<file path="config.mk">
export PLATFORM = sky130hd
export DESIGN_NAME = bf16w_unbox_widen
export DESIGN_NICKNAME = d
export VERILOG_FILES = /design/src/rtl/bf16w_pkg.sv /design/src/rtl/bf16w_rst_sync.sv /design/src/rtl/bf16w_box_check.sv /design/src/rtl/bf16w_classify.sv /design/src/rtl/bf16w_widen.sv /design/src/rtl/bf16w_unbox_widen.sv
export SDC_FILE = /design/constraint.sdc
export NUM_CORES = 1
export LEC_CHECK = 0
export BUFFER_PORTS_ARGS = -buffer_cell sky130_fd_sc_hd__buf_2
export CORE_ASPECT_RATIO = 0.75
export CORE_MARGIN = 5
export CORE_UTILIZATION = 47
export DETAILED_ROUTE_END_ITERATION = 12
export PLACE_DENSITY = 0.81
export SETUP_SLACK_MARGIN = 0.4
export SLEW_MARGIN = 10
export SYNTH_ARGS = -nofsm -noshare
export SYNTH_HDL_FRONTEND = slang
export SYNTH_HIERARCHICAL = 1
export SYNTH_SLANG_ARGS = --single-unit
</file>
<file path="constraint.sdc">
create_clock -name clk -period 1.1 [get_ports clk]
set_clock_uncertainty 0.05 [all_clocks]
set_input_delay 0.165 -clock clk [delete_from_list [all_inputs] [get_ports clk]]
set_output_delay 0.165 -clock clk [all_outputs]
set_load 0.005 [all_outputs]
</file>
<file path="src/rtl/bf16w_pkg.sv">
package bf16w_pkg;
  localparam int BF_W    = 16;
  localparam int SP_W    = 32;
  localparam int FLG_W   = 5;
  localparam int FLG_NV  = 4;
  localparam int BF_EXPW = 8;
  localparam int BF_FRW  = 7;

  localparam logic [BF_W-1:0] BF_CANON_NAN = 16'h7fc0;
  localparam logic [SP_W-1:0] SP_CANON_NAN = 32'h7fc0_0000;

  typedef struct packed {
    logic is_nan;
    logic is_snan;
  } bf_class_t;
endpackage

</file>
<file path="src/rtl/bf16w_rst_sync.sv">
module bf16w_rst_sync #(
  parameter int STAGES = 2
) (
  input  logic clk,
  input  logic rst_n,
  output logic rst_sync_n
);
  logic [STAGES-1:0] sync_q;
  logic [STAGES-1:0] sync_d;

  always_comb begin
    sync_d = {sync_q[STAGES-2:0], 1'b1};
  end

  always_ff @(posedge clk or negedge rst_n) begin
    if (!rst_n) sync_q <= '0;
    else        sync_q <= sync_d;
  end

  assign rst_sync_n = sync_q[STAGES-1];
endmodule

</file>
<file path="src/rtl/bf16w_box_check.sv">
module bf16w_box_check
  import bf16w_pkg::*;
#(
  parameter int FLEN = 64
) (
  input  logic [FLEN-1:0] src_i,
  input  logic            wide_sel_i,
  output logic [BF_W-1:0] op_o,
  output logic            boxed_o
);
  localparam int NARROW_HI = SP_W - 1;

  logic narrow_ok;
  logic upper_ok;

  assign narrow_ok = &src_i[NARROW_HI:BF_W];

  generate
    if (FLEN > SP_W) begin : g_upper
      assign upper_ok = &src_i[FLEN-1:SP_W];
    end else begin : g_no_upper
      assign upper_ok = 1'b1;
    end
  endgenerate

  always_comb begin
    boxed_o = narrow_ok & (upper_ok | ~wide_sel_i);
    op_o    = boxed_o ? src_i[BF_W-1:0] : BF_CANON_NAN;
  end
endmodule

</file>
<file path="src/rtl/bf16w_classify.sv">
module bf16w_classify
  import bf16w_pkg::*;
(
  input  logic [BF_W-1:0] op_i,
  output bf_class_t       cls_o
);
  logic [BF_EXPW-1:0] expf;
  logic [BF_FRW-1:0]  frac;

  assign expf = op_i[BF_W-2 -: BF_EXPW];
  assign frac = op_i[BF_FRW-1:0];

  always_comb begin
    cls_o.is_nan  = (&expf) && (frac != '0);
    cls_o.is_snan = cls_o.is_nan && !frac[BF_FRW-1];
  end
endmodule

</file>
<file path="src/rtl/bf16w_widen.sv">
module bf16w_widen
  import bf16w_pkg::*;
(
  input  logic [BF_W-1:0]  op_i,
  input  bf_class_t        cls_i,
  output logic [SP_W-1:0]  res_o,
  output logic [FLG_W-1:0] flg_o
);
  localparam int PAD_W = SP_W - BF_W;

  always_comb begin
    res_o         = cls_i.is_nan ? SP_CANON_NAN : {op_i, {PAD_W{1'b0}}};
    flg_o         = '0;
    flg_o[FLG_NV] = cls_i.is_snan;
  end
endmodule

</file>
<file path="src/rtl/bf16w_unbox_widen.sv">
module bf16w_unbox_widen
  import bf16w_pkg::*;
#(
  parameter int FLEN = 64
) (
  input  logic             clk,
  input  logic             rst_n,
  input  logic             in_valid_i,
  input  logic             wide_sel_i,
  input  logic [FLEN-1:0]  src_i,
  output logic             out_valid_o,
  output logic [SP_W-1:0]  result_o,
  output logic [FLG_W-1:0] flags_o
);
  localparam int PAD_W = SP_W - BF_W;

  logic             rst_q_n;
  logic [BF_W-1:0]  op;
  logic             boxed;
  bf_class_t        cls;
  logic [SP_W-1:0]  res_c;
  logic [FLG_W-1:0] flg_c;

  logic             vld_q, vld_d;
  logic [SP_W-1:0]  res_q, res_d;
  logic [FLG_W-1:0] flg_q, flg_d;

  bf16w_rst_sync #(.STAGES(2)) i_rst_sync (
    .clk        (clk),
    .rst_n      (rst_n),
    .rst_sync_n (rst_q_n)
  );

  bf16w_box_check #(.FLEN(FLEN)) i_box (
    .src_i      (src_i),
    .wide_sel_i (wide_sel_i),
    .op_o       (op),
    .boxed_o    (boxed)
  );

  bf16w_classify i_cls (
    .op_i  (op),
    .cls_o (cls)
  );

  bf16w_widen i_widen (
    .op_i  (op),
    .cls_i (cls),
    .res_o (res_c),
    .flg_o (flg_c)
  );

  always_comb begin
    vld_d = in_valid_i;
    res_d = res_q;
    flg_d = flg_q;
    if (in_valid_i) begin
      res_d = res_c;
      flg_d = flg_c;
    end
  end

  always_ff @(posedge clk or negedge rst_n) begin
    if (!rst_n) begin
      vld_q <= 1'b0;
      res_q <= '0;
      flg_q <= '0;
    end else if (!rst_q_n) begin
      vld_q <= 1'b0;
      res_q <= '0;
      flg_q <= '0;
    end else begin
      vld_q <= vld_d;
      res_q <= res_d;
      flg_q <= flg_d;
    end
  end

  assign out_valid_o = vld_q;
  assign result_o    = res_q;
  assign flags_o     = flg_q;

  // A failed box always leads to a quiet canonical NaN with no flags
  assert_bad_box_quiet_R1: assert property (@(posedge clk) disable iff (!rst_q_n)
    (in_valid_i && !boxed) |=> (result_o == SP_CANON_NAN && flags_o == '0));

  // Properly boxed non-NaN operands land in the upper half exactly
  assert_exact_place_R3: assert property (@(posedge clk) disable iff (!rst_q_n)
    (in_valid_i && boxed && !((&src_i[BF_W-2 -: BF_EXPW]) && (src_i[BF_FRW-1:0] != '0)))
    |=> (result_o == {$past(src_i[BF_W-1:0]), {PAD_W{1'b0}}} && flags_o == '0));

  // Any NaN-shaped result must be the canonical one
  assert_nan_canonical_R7: assert property (@(posedge clk) disable iff (!rst_q_n)
    (out_valid_o && (&result_o[SP_W-2 -: BF_EXPW]) && (result_o[SP_W-BF_EXPW-2:0] != '0))
    |-> (result_o == SP_CANON_NAN));

  // Invalid only accompanies the canonical NaN
  assert_nv_with_nan_R6: assert property (@(posedge clk) disable iff (!rst_q_n)
    (out_valid_o && flags_o[FLG_NV]) |-> (result_o == SP_CANON_NAN));

  // No flag other than invalid can ever appear
  assert_only_nv_R8: assert property (@(posedge clk) disable iff (!rst_q_n)
    flags_o[FLG_NV-1:0] == '0);

  // Idle cycles keep the result and flags steady
  assert_hold_idle_R9: assert property (@(posedge clk) disable iff (!rst_q_n)
    !in_valid_i |=> (!out_valid_o && $stable(result_o) && $stable(flags_o)));

  // Strobe follows the enable by one edge
  assert_strobe_R9: assert property (@(posedge clk) disable iff (!rst_q_n)
    in_valid_i |=> out_valid_o);
endmodule

</file>
# After elaboration in Yosys (flattened, before gate mapping)
# Cells that the tools add are included.
# word_totals
ff_bits	40
latchBits	0
ram_bits	0
romBits	0
in_bits	68
output_inout_bits	38
wordCells	22
n_memories	0
# op_classes
add_sub_neg	0
n_mul	0
n_div	0
n_lt_le_gt_ge	0
eq_ne	1
n_shift	0
muxes	7
n_bitwise	3
n_reduce_logical	7
# ops
cell	n
$mux 32	3
$reduce_and 32->1	1
$mux 16	1
$reduce_and 16->1	1
$mux 5	2
$reduce_and 8->1	1
$reduce_bool 7->1	1
$logic_and 1x1->1	2
$ne 2x2->1 const B	1
$and 1x1->1	1
$logic_not 1->1	1
$mux 1	1
$not 1->1	1
$or 1x1->1	1

# Longest topological paths before layout
# Gate-level depths: netlist of run 1.
# logic_depth
depth_word	9
ltp_mapped	11
depth_no_buf	9

# Cells and area by module
# Netlist of run 1, hierarchy kept.
# modules_own_cells
module	n_inst	cells_per_inst	area_each_um2	seq_area_each_um2
bf16w_unbox_widen	1	121	1624.1	950.9
bf16w_widen	1	39	280.3	0.0
bf16w_box_check	1	36	235.2	0.0
bf16w_rst_sync	1	3	53.8	50.0
bf16w_classify	1	6	41.3	0.0

# Least setup slack after synthesis of run 1
# OpenSTA, ideal clock, no wires.
# synth_timing
path_type	input to register
startpoint	input port src_i[18]
endpoint	register res_q[25], in the netlist result_o[25]
setup_ns	0.120
arrival_ns	2.224
required_time_ns	0.930
setup_slack_ns	-1.294
cell_stages	10
path_buffers	2
cell_sequence	nand4_1 or4_1 buf_2 or3_1 nor4_1 a211oi_1 buf_6 or2_1 mux2i_1 nor2b_1
# synth_rtl
item	line	rtl
start: declaration	bf16w_unbox_widen.sv:10	input logic [FLEN-1:0] src_i,
end signal: assignment	bf16w_unbox_widen.sv:74	res_q <= res_d;
end: declaration	bf16w_unbox_widen.sv:25	logic [SP_W-1:0] res_q, res_d;

==> run summary, run 1 <==
Outcome - complete, but fails checks
Failing checks - negative hold slack, negative setup slack
DR WL/cell - 14.4 um
Final HPWL DP - 4130 um
Slew Limit Fails - 0
Number of global-route vias before repair - 2091
Hold WC Path Type - primary input to async pin
Critical Path Max Stage Delay - 0.59 ns
Max rail drop VDD - 472 uV
WL final - 5840 um
Synthesis-to-layout area growth - 56.1%
Row count - 21
DR iter-0 viols - 54
Hold Fails Final Rpt - 20
Yosys warns - 6
CP cell instances - buf_6, nand4_1, or4_4, buf_6, or3_1, nand4_1, a211oi_2, buf_4, or2_1, mux2i_1, nor2b_1
GR Util All Layers - 19.0%
Antenna cell count - 0
Clk Latency, worst-skew pair - 0.28 ns
Dpl cell area - 2870 sq um
Core Region - 4520 sq um
Clock Pin Slew Worst Setup and Hold Paths - 0.07 ns
Non-Filler Instances - 405
Post-route cell area - 3480 sq um
Initial antenna violation count - 0
Mapped Cells - 204
DRC errors left - 0
Max Cap Violations - 0
Worst Path Class, Setup - primary input to flop
I/O pin total - 106
Die height - 69.7 um
Die area - 6240 sq um
Commonest cells after routing, fill and taps aside - 101 x buf_2, 39 x dfrtp_1, 31 x mux2i_1
Largest net degree at the start of global routing - 25
Die X - 89.6 um
Clock buffer count from CTS - 5
Final ANT Viol Nets - 0
Avg Cell Area, Syn - 10.9 sq um
Clock sink total - 40
Worst EP required - 1.23 ns
Final setup margin - -1.03 ns
Critical path capture point type - flop
H-tree level count - 2
Min Hold Slack - -0.275 ns
RSZ-0062 raised after global routing - true
Final worst path period need - 2.13 ns
CTS tree - built
Setup violations, final - 17
Final #Nets - 415
Startpoint type of the worst setup path - primary input
Fraction of layout cells with a size suffix above 1 - 56.0%
Commonest non-fill, non-tap cell in the layout - buf_2
GRT overflow - 0
Post-Syn Area - 2230 sq um
Placed cells - 370
Total number of vias - 1954
IO Port Bufs - 105
Period utilisation layout - 194%
Max Clock Freq - 469 MHz
P per Cell Area - 924 nW/um^2
Starting Density - 49.4%
CP arrival - 2.26 ns
Pre-Repair DR Iteration Count - 4
Max FO, Critical Path - 8
Slowest stage cell, crit path - or4_4
CTS Root Cell - clkbuf_8
Via density - 4.82
First-pass GRT wire length - 9300 um
RePlAce Congestion - 0.887
Post-Route Utilization - 77.0%
Clock Tree Buf Depth - 2
Static leakage - 1.83 nW
Final setup TNS - -16.63 ns
through the flow:
step	hold WS (ns)	worst slack (ns)	power [W]
5_1_grt	-0.277	-1.14	0.00337
3_5_place_dp	0.0329	-1.36	0.00208
2_1_floorplan	-0.181	-1.17	0.00186
6_report	-0.275	-1.03	0.00322
4_1_cts	-0.284	-0.951	0.00313
3_3_place_gp	0.0301	-1.32	0.00206
power by group:
part	switching, W	total [W]	internal [W]	leakage, nW
clock network	0.000483	0.000992	0.000509	0.0445
logic	0.000266	0.000647	0.000381	1.26
registers	0.0000389	0.00158	0.00154	0.525
final cells by class:
type / instances / area, sq um
clock buffer: 7 / 86.3
clock inverter: 1 / 7.51
timing repair buffer: 150 / 1000
multi-input combinational: 150 / 1320
tap: 57 / 71.3
fill: 308 / 1040
sequential: 40 / 1000
worst max-delay path, delay by kind of cell:
kind                   cells  cell delay, ns
AO/OA/AOI/OAI              1            0.06
buffers and inverters      3            0.40
AND/OR/NAND/NOR            6            1.50
multiplexers               1            0.13
layer usage:
layer  up-vias  global-route usage, %  wire length (um)
li1        943                      -                 -
met1       910                   22.8              2240
met2        84                   32.3              3020
met3        17                   4.75               419
met4         0                   7.11               168
met5         -                      0                 0
state kept, by name, summed over array words and instances, names as in the netlist:
| register | flops |
|---|---|
| out_valid_o | 1 |
| flags_o | 5 |
| i_rst_sync/sync_q | 2 |
| result_o | 32 |
final timing paths:
path                                                      from                             end  slack, ns  cells after the start
worst min register to register  i_rst_sync/sync_q[0]$_DFF_PN0_  i_rst_sync/sync_q[1]$_DFF_PN0_       0.30                      0
worst max-delay path                                 src_i[22]        result_o[28]$_DFFE_PN0P_      -1.03                     11
worst max register to register         result_o[7]$_DFFE_PN0P_         result_o[7]$_DFFE_PN0P_       0.15                      4
worst min-delay path                                     rst_n        result_o[27]$_DFFE_PN0P_      -0.28                      1
min in group clk                i_rst_sync/sync_q[0]$_DFF_PN0_  i_rst_sync/sync_q[1]$_DFF_PN0_       0.30                      0
max in group asynchronous                                rst_n  i_rst_sync/sync_q[1]$_DFF_PN0_       0.85                      2
timing repair:
item                                    CTS  global route
pin swaps                                16             4
hold endpoints to repair                 20             9
endpoints found under the setup margin   76            76
resized for setup                        26            42
gates cloned                              1             1
setup buffers                            12            13
Note: power is estimated with default switching activity, not from simulation.
==> inputs of run 2 (changes only) <==
--- a/config.mk
+++ b/config.mk
@@ -8,12 +8,12 @@
 export BUFFER_PORTS_ARGS = -buffer_cell sky130_fd_sc_hd__buf_2
 export CORE_ASPECT_RATIO = 0.75
 export CORE_MARGIN = 5
-export CORE_UTILIZATION = 47
+export CORE_UTILIZATION = 37
 export DETAILED_ROUTE_END_ITERATION = 12
-export PLACE_DENSITY = 0.81
+export HOLD_SLACK_MARGIN = 0.1
+export PLACE_DENSITY = 0.8
 export SETUP_SLACK_MARGIN = 0.4
 export SLEW_MARGIN = 10
 export SYNTH_ARGS = -nofsm -noshare
 export SYNTH_HDL_FRONTEND = slang
-export SYNTH_HIERARCHICAL = 1
 export SYNTH_SLANG_ARGS = --single-unit
==> run 2 against run 1 <==
  * Fmax is 72% higher
  * Design area shrank 47%
  * Die area shrank 30%
  * Largest cell class is now non-clock buffers
  * Via count down 34%
  * Largest power group unchanged
  * Sequential share of layout area is 1.6 points lower
  * First-iteration DRC count fell by 33%
  * Hold slack improved by 0.064 ns
  * Synthesized area shrank 48%
  * The run still ends with negative hold slack, negative setup slack left
==> run summary, run 2 <==
Largest net degree at the start of global routing - 21 (-16%)
Core Region - 2980 sq um (-34%)
FILL cells - 256 (-17%)
Final ANT Viol Nets - 0 (unchanged)
Register share of total power - 42.3% (-6.8 points)
Worst Path Class, Setup - primary input to flop
Max Clock Freq - 808 MHz (+72%)
Clock sink total - 20 (-50%)
RSZ-0062 raised after global routing - true
Final #Nets - 298 (-28%)
Avg Cell Area, Syn - 9.33 sq um (-15%)
Clock Tree Buf Depth - 2 (unchanged)
Period utilisation layout - 112% (-81 points)
WL final - 3580 um (-39%)
RePlAce Congestion - 0.791 (-11%)
CTS Root Cell - clkbuf_8
Row count - 17 (-19%)
Synthesis-to-layout area growth - 57.9%
NetSw - 0.000406 W (-48%)
Fraction of layout cells with a size suffix above 1 - 53.7% (-2.3 points)
Max reg flops - 16 (-50%)
DR iter-0 viols - 36 (-33%)
Clock buffer count from CTS - 3 (-2)
Max Cap Violations - 0 (unchanged)
Setup violations, final - 17 (unchanged)
Startpoint type of the worst setup path - primary input
Die area - 4390 sq um (-30%)
Max rail drop VDD - 495 uV (+5.0%)
GR Util All Layers - 15.4% (-3.7 points)
Die height - 58.6 um (-16%)
Static leakage - 0.960 nW (-47%)
Largest cells by area after synthesis - dfrtp_1 43%, buf_4 13%, nand4_1 8.0%
Die X - 74.8 um (-16%)
CTS tree - built
Final HPWL DP - 2880 um (-30%)
Power, Total - 0.00184 W (-43%)
Starting Density - 39.2% (-10 points)
Via density - 4.79 (-0.64%)
Count of cell types in the netlist - 25
CP arrival - 1.35 ns (-0.91 ns)
Commonest cells after routing, fill and taps aside - 79 x buf_2, 21 x conb_1, 20 x dfrtp_1, 20 x buf_4, 15 x nand4_1
Post-Syn Area - 1170 sq um (-48%)
First-pass GRT wire length - 5350 um (-43%)
Non-Filler Instances - 267 (-34%)
Number of global-route vias before repair - 1286 (-38%)
Clock network power share - 39.6% (+8.8 points)
Clk Latency, worst-skew pair - 0.26 ns (-0.02 ns)
P per Cell Area - 997 nW/um^2 (+7.9%)
IO Port Bufs - 85 (-19%)
I/O pin total - 106 (unchanged)
Min Hold Slack - -0.211 ns (+0.0644 ns)
Final worst path period need - 1.24 ns (-0.896 ns)
Crit Reg-Reg Endpoint - result_o[19]$_DFFE_PN0P_
Yosys warns - 0 (-6)
Commonest non-fill, non-tap cell in the layout - buf_2
Critical path capture point type - flop
Antenna cell count - 0 (unchanged)
#FFs+latches synth - 20
Outcome - complete, but fails checks
EDFF count, synth - 0
Max FO, Critical Path - 8 (unchanged)
DR WL/cell - 13.4 um (-7.1%)
GRT overflow - 0 (unchanged)
Hold WC Path Type - primary input to async pin
Sequential area share after synthesis - 42.9%
Met2 WL - 1940 um (-36%)
DRC errors left - 0 (unchanged)
M1 WL - 1220 um (-45%)
Placed cells - 258 (-30%)
Worst EP required - 1.22 ns (about the same)
Post-synth top cells - 20 x buf_4, 20 x dfrtp_1, 15 x nand4_1
Switch share - 22.1% (-2.4 points)
Final setup margin - -0.137 ns (+0.896 ns)
Mapped Cells - 125 (-39%)
Post-synth top area share - 42.9%
Power Internal - 0.00143 W (-41%)
H-tree level count - 1 (-1)
Clock Pin Slew Worst Setup and Hold Paths - 0.07 ns (about the same)
Failing checks - negative hold slack, negative setup slack
Setup slack, reg-to-reg - 0.05 ns (-0.10 ns)
Dominant cell type by area after synthesis - dfrtp_1
R2R Path Start - i_rst_sync.sync_q[1]$_DFF_PN0_
Slew Limit Fails - 0 (unchanged)
Register-to-Register Path Depth - 3 (-1)
Pre-Repair DR Iteration Count - 4 (unchanged)
Top sig layer - met4
DR WL met3 - 391 um (-6.7%)
Hold Fails Final Rpt - 20 (unchanged)
Initial antenna violation count - 0 (unchanged)
Async set-or-reset flop fraction in the synthesized netlist - 100%
Total number of vias - 1280 (-34%)
Comb pwr share - 18.1% (-2.0 points)
Ys flop type - dfrtp_1
-- run 2: cell types whose count changed in the layout (fill, tap and decap cells not counted), sizes merged, moves of 8 or more --
cell   delta
or2       -8
mux2i    -37
o21ai    +13
or3       -9
nor2b    -29
a31oi     +8
buf      -44
nand2    +14
dfrtp    -20
-- run 2: power groups by stage --
stage	combinational [W]	clock, W	sequential (W)
after floorplan	0.000146	0	0.000791
after detailed placement	0.000300	0	0.000791
after CTS	0.000326	0.000743	0.000776
final	0.000333	0.000726	0.000776
after global placement	0.000295	0	0.000790
after global routing	0.000372	0.000763	0.000778
-- run 2: timing repair --
action | 4_1_cts | 5_1_grt
hold endpoints to repair | 21 | 20
setup buffers | 3 | 2
resized for setup | 10 | 3
pin swaps | 3 | 0
endpoints found under the setup margin | 36 | 36
-- run 2: area by class of cell --
cell class,count,area (sq um),area share [%]
Clock inverter,1,30.0,1.63
Sequential cell,20,500,27.2
Clock buffer,3,41.3,2.24
Tap cell,38,47.5,2.58
Timing Repair Buffer,106,624,33.9
Multi-Input combinational cell,99,598,32.5
-- run 2: how the worst max path moves through the flow --
stage,from,endpoint,slack [ns]
5_1_grt,src_i[62],result_o[21]$_DFFE_PN0P_,-0.17
6_report,src_i[50],result_o[19]$_DFFE_PN0P_,-0.14
4_1_cts,src_i[62],result_o[19]$_DFFE_PN0P_,-0.11
2_1_floorplan,src_i[54],result_o[23]$_DFFE_PN0P_,-0.26
3_3_place_gp,src_i[46],result_o[31]$_DFFE_PN0P_,-0.37
3_5_place_dp,src_i[46],result_o[18]$_DFFE_PN0P_,-0.42
-- run 2: per-stage QoR --
step                      setup slack (ns)  setup TNS, ns  util (%)  cell area [sq um]  hold slack, ns
after floorplan                     -0.261          -4.16         -               1250          -0.181
after global placement              -0.373          -5.98      55.8               1660          0.0763
after detailed placement            -0.421          -6.48      55.8               1660          0.0796
after CTS                           -0.110          -1.35      60.8               1810          -0.205
after global routing                -0.173          -2.21      61.8               1840          -0.177
final                               -0.137          -1.37      61.8               1840          -0.211
-- run 2: cells by family (layout without fill, tap and decap cells) --
logic type	Yosys count	in the layout	synth area share, %
other	2	21	0.644
buffers and inverters	25	110	14.6
flip-flops	20	20	42.9
AND/OR/NAND/NOR	48	48	25.4
AO/OA/AOI/OAI	30	30	16.4
-- run 2: worst max-delay path, stage by stage --
cell     delay (ns)
buf_2          0.08
nand4_1        0.08
or4_4          0.54
o21a_4         0.28
o31ai_1        0.20
-- run 2: metal layers --
metal | vias to the layer above | track usage [%]
met2 | 63 | 29.9
met5 | - | 0
li1 | 626 | -
met1 | 587 | 16.9
met3 | 4 | 2.56
met4 | 0 | 4.31
==> inputs of run 3 (changes only) <==
--- a/config.mk
+++ b/config.mk
@@ -9,9 +9,10 @@
 export CORE_ASPECT_RATIO = 0.75
 export CORE_MARGIN = 5
 export CORE_UTILIZATION = 37
+export CTS_CLUSTER_SIZE = 24
 export DETAILED_ROUTE_END_ITERATION = 12
 export HOLD_SLACK_MARGIN = 0.1
-export PLACE_DENSITY = 0.8
+export PLACE_DENSITY = 0.82
 export SETUP_SLACK_MARGIN = 0.4
 export SLEW_MARGIN = 10
 export SYNTH_ARGS = -nofsm -noshare
==> run 3 against run 2 <==
  * Count of clock-buffer cells in the layout unchanged
  * Clock power up 1%
  * Critical path type unchanged
  * Die area is the same
  * The flow still finishes with violations (negative hold slack, negative setup slack)
  * Critical endpoint is now result_o[17]$_DFFE_PN0P_
  * Critical path depth unchanged
  * Hold slack worse by 0.012 ns
  * Design area is 5.4% higher
  * Largest power group unchanged
==> run summary, run 3 (synthesis results as in run 2) <==
DRC errors left - 0 (unchanged)
CP arrival - 1.34 ns (about the same)
Switch share - 22.3% (+0.21 points)
DR iter-0 viols - 49 (+36%)
Fraction of layout cells with a size suffix above 1 - 56.4% (+2.6 points)
GRT overflow - 0 (unchanged)
Synthesis-to-layout area growth - 66.4%
Die X - 74.8 um (unchanged)
Placed cells - 261 (+1.2%)
Slew Limit Fails - 0 (unchanged)
RSZ-0062 raised after global routing - true
NetSw - 0.000417 W (+2.7%)
Post-Route Utilization - 65.2% (+3.3 points)
CTS Root Cell - clkbuf_8
Clock sink total - 20 (unchanged)
R2R Path Start - i_rst_sync.sync_q[1]$_DFF_PN0_
Commonest cells after routing, fill and taps aside - 74 x buf_2, 26 x buf_4, 21 x conb_1
P per Cell Area - 962 nW/um^2 (-3.4%)
Critical path capture point type - flop
Outcome - complete, but fails checks
Antenna cell count - 0 (unchanged)
First-pass GRT wire length - 5600 um (+4.8%)
Max FO, Critical Path - 8 (unchanged)
Core Region - 2980 sq um (unchanged)
Final #Nets - 305 (+2.3%)
Static leakage - 1.01 nW (+4.9%)
Max reg flops - 16 (unchanged)
Pre-Repair DR Iteration Count - 4 (unchanged)
H-tree level count - 1 (unchanged)
Power, Total - 0.00187 W (+1.8%)
RePlAce Congestion - 0.819 (+3.5%)
Power Internal - 0.00145 W (+1.5%)
DR WL/cell - 13.4 um (+0.22%)
Clk Latency, worst-skew pair - 0.26 ns (about the same)
WL final - 3680 um (+2.8%)
Largest net degree at the start of global routing - 21 (unchanged)
Min Hold Slack - -0.223 ns (-0.0117 ns)
Total number of vias - 1299 (+1.5%)
Hold WC Path Type - primary input to async pin
CTS tree - built
Clock Pin Slew Worst Setup and Hold Paths - 0.08 ns (about the same)
FILL cells - 236 (-7.8%)
Failing checks - negative hold slack, negative setup slack
Final setup margin - -0.115 ns (+0.0226 ns)
Setup violations, final - 17 (unchanged)
Final worst path period need - 1.21 ns (-0.0226 ns)
Row count - 17 (unchanged)
Clock buffer count from CTS - 3 (unchanged)
Die area - 4390 sq um (unchanged)
Period utilisation layout - 110% (-2.1 points)
GR Util All Layers - 16.5% (+1.1 points)
Setup slack, reg-to-reg - 0.06 ns (about the same)
Via density - 4.74 (-1.1%)
Clock Tree Buf Depth - 2 (unchanged)
Final ANT Viol Nets - 0 (unchanged)
Register share of total power - 41.4% (-0.9 points)
Number of global-route vias before repair - 1285 (-0.078%)
Worst EP required - 1.22 ns (about the same)
I/O pin total - 106 (unchanged)
Crit Reg-Reg Endpoint - result_o[31]$_DFFE_PN0P_
Max rail drop VDD - 443 uV (-11%)
Non-Filler Instances - 274 (+2.6%)
Comb pwr share - 19.2% (+1.1 points)
Die height - 58.6 um (unchanged)
Starting Density - 39.2% (unchanged)
Commonest non-fill, non-tap cell in the layout - buf_2
Clock network power share - 39.3% (-0.3 points)
Register-to-Register Path Depth - 3 (unchanged)
Max Cap Violations - 0 (unchanged)
Startpoint type of the worst setup path - primary input
Worst Path Class, Setup - primary input to flop
IO Port Bufs - 85 (unchanged)
Hold Fails Final Rpt - 20 (unchanged)
Final HPWL DP - 2820 um (-2.1%)
Max Clock Freq - 823 MHz (+1.9%)
Initial antenna violation count - 0 (unchanged)
==> run 3: cell count changes in the layout (fill, tap and decap cells not counted) <==
cell	before	now
nor4_2	0	1
nor2b_1	9	8
nand2_2	0	1
nor2b_2	0	1
nor4_1	1	0
nand2_1	14	13
buf_4	20	26
buf_6	7	13
buf_2	79	74
==> run 3: repair_timing <==
| action | 4_1_cts | 5_1_grt |
|---|---|---|
| hold endpoints to repair | 21 | 20 |
| cloned | 0 | 0 |
| pin swaps | 2 | 2 |
| buffers inserted | 8 | 1 |
| setup endpoints to repair | 35 | 36 |
| gates resized for setup | 9 | 13 |
==> run 3: how the worst max path moves through the flow <==
stage	start	to	cells after the start
after floorplan	src_i[54]	result_o[23]$_DFFE_PN0P_	4
after global placement	src_i[54]	result_o[28]$_DFFE_PN0P_	6
after detailed placement	src_i[46]	result_o[19]$_DFFE_PN0P_	5
after CTS	src_i[54]	result_o[17]$_DFFE_PN0P_	5
after global routing	src_i[54]	result_o[17]$_DFFE_PN0P_	5
final	src_i[54]	result_o[17]$_DFFE_PN0P_	5
==> run 3: final cells by class <==
type                    instances  area, sq um  share of cell area (%)
flip-flops and latches         20          500                    25.8
well taps                      38         47.5                    2.45
repair buffers                113          712                    36.7
multi-input cells              99          609                    31.4
clock buffers                   3         41.3                    2.13
clock inverters                 1         30.0                    1.55
==> run 3: metal layers <==
layer | GRT usage (%) | up-vias | share of wire [%]
met2 | 28.2 | 64 | 52
met5 | 0 | - | 0
met4 | 5.84 | 0 | 1.8
met3 | 2.39 | 8 | 8.1
li1 | - | 643 | -
met1 | 21.1 | 584 | 38
==> run 3: stage by stage <==
step	TNS, ns	cell area, sq um	worst slack (ns)
2_1_floorplan	-4.16	1250	-0.261
5_1_grt	-2.05	1940	-0.161
6_report	-1.40	1940	-0.115
4_1_cts	-1.17	1870	-0.104
3_3_place_gp	-6.17	1690	-0.380
3_5_place_dp	-6.32	1690	-0.414
==> run 3: power groups by stage <==
| stage | combinational [W] | clock [W] | sequential, W |
|---|---|---|---|
| after floorplan | 0.000146 | 0 | 0.000791 |
| after global placement | 0.000300 | 0 | 0.000789 |
| after detailed placement | 0.000307 | 0 | 0.000789 |
| after CTS | 0.000336 | 0.000750 | 0.000774 |
| after global routing | 0.000401 | 0.000770 | 0.000777 |
| final | 0.000359 | 0.000734 | 0.000774 |
==> run 3: worst max-delay path, cell delays in order <==
cell     delay, ns
buf_6         0.07
nand4_1       0.08
or4_4         0.55
o21a_4        0.28
o31ai_2       0.19
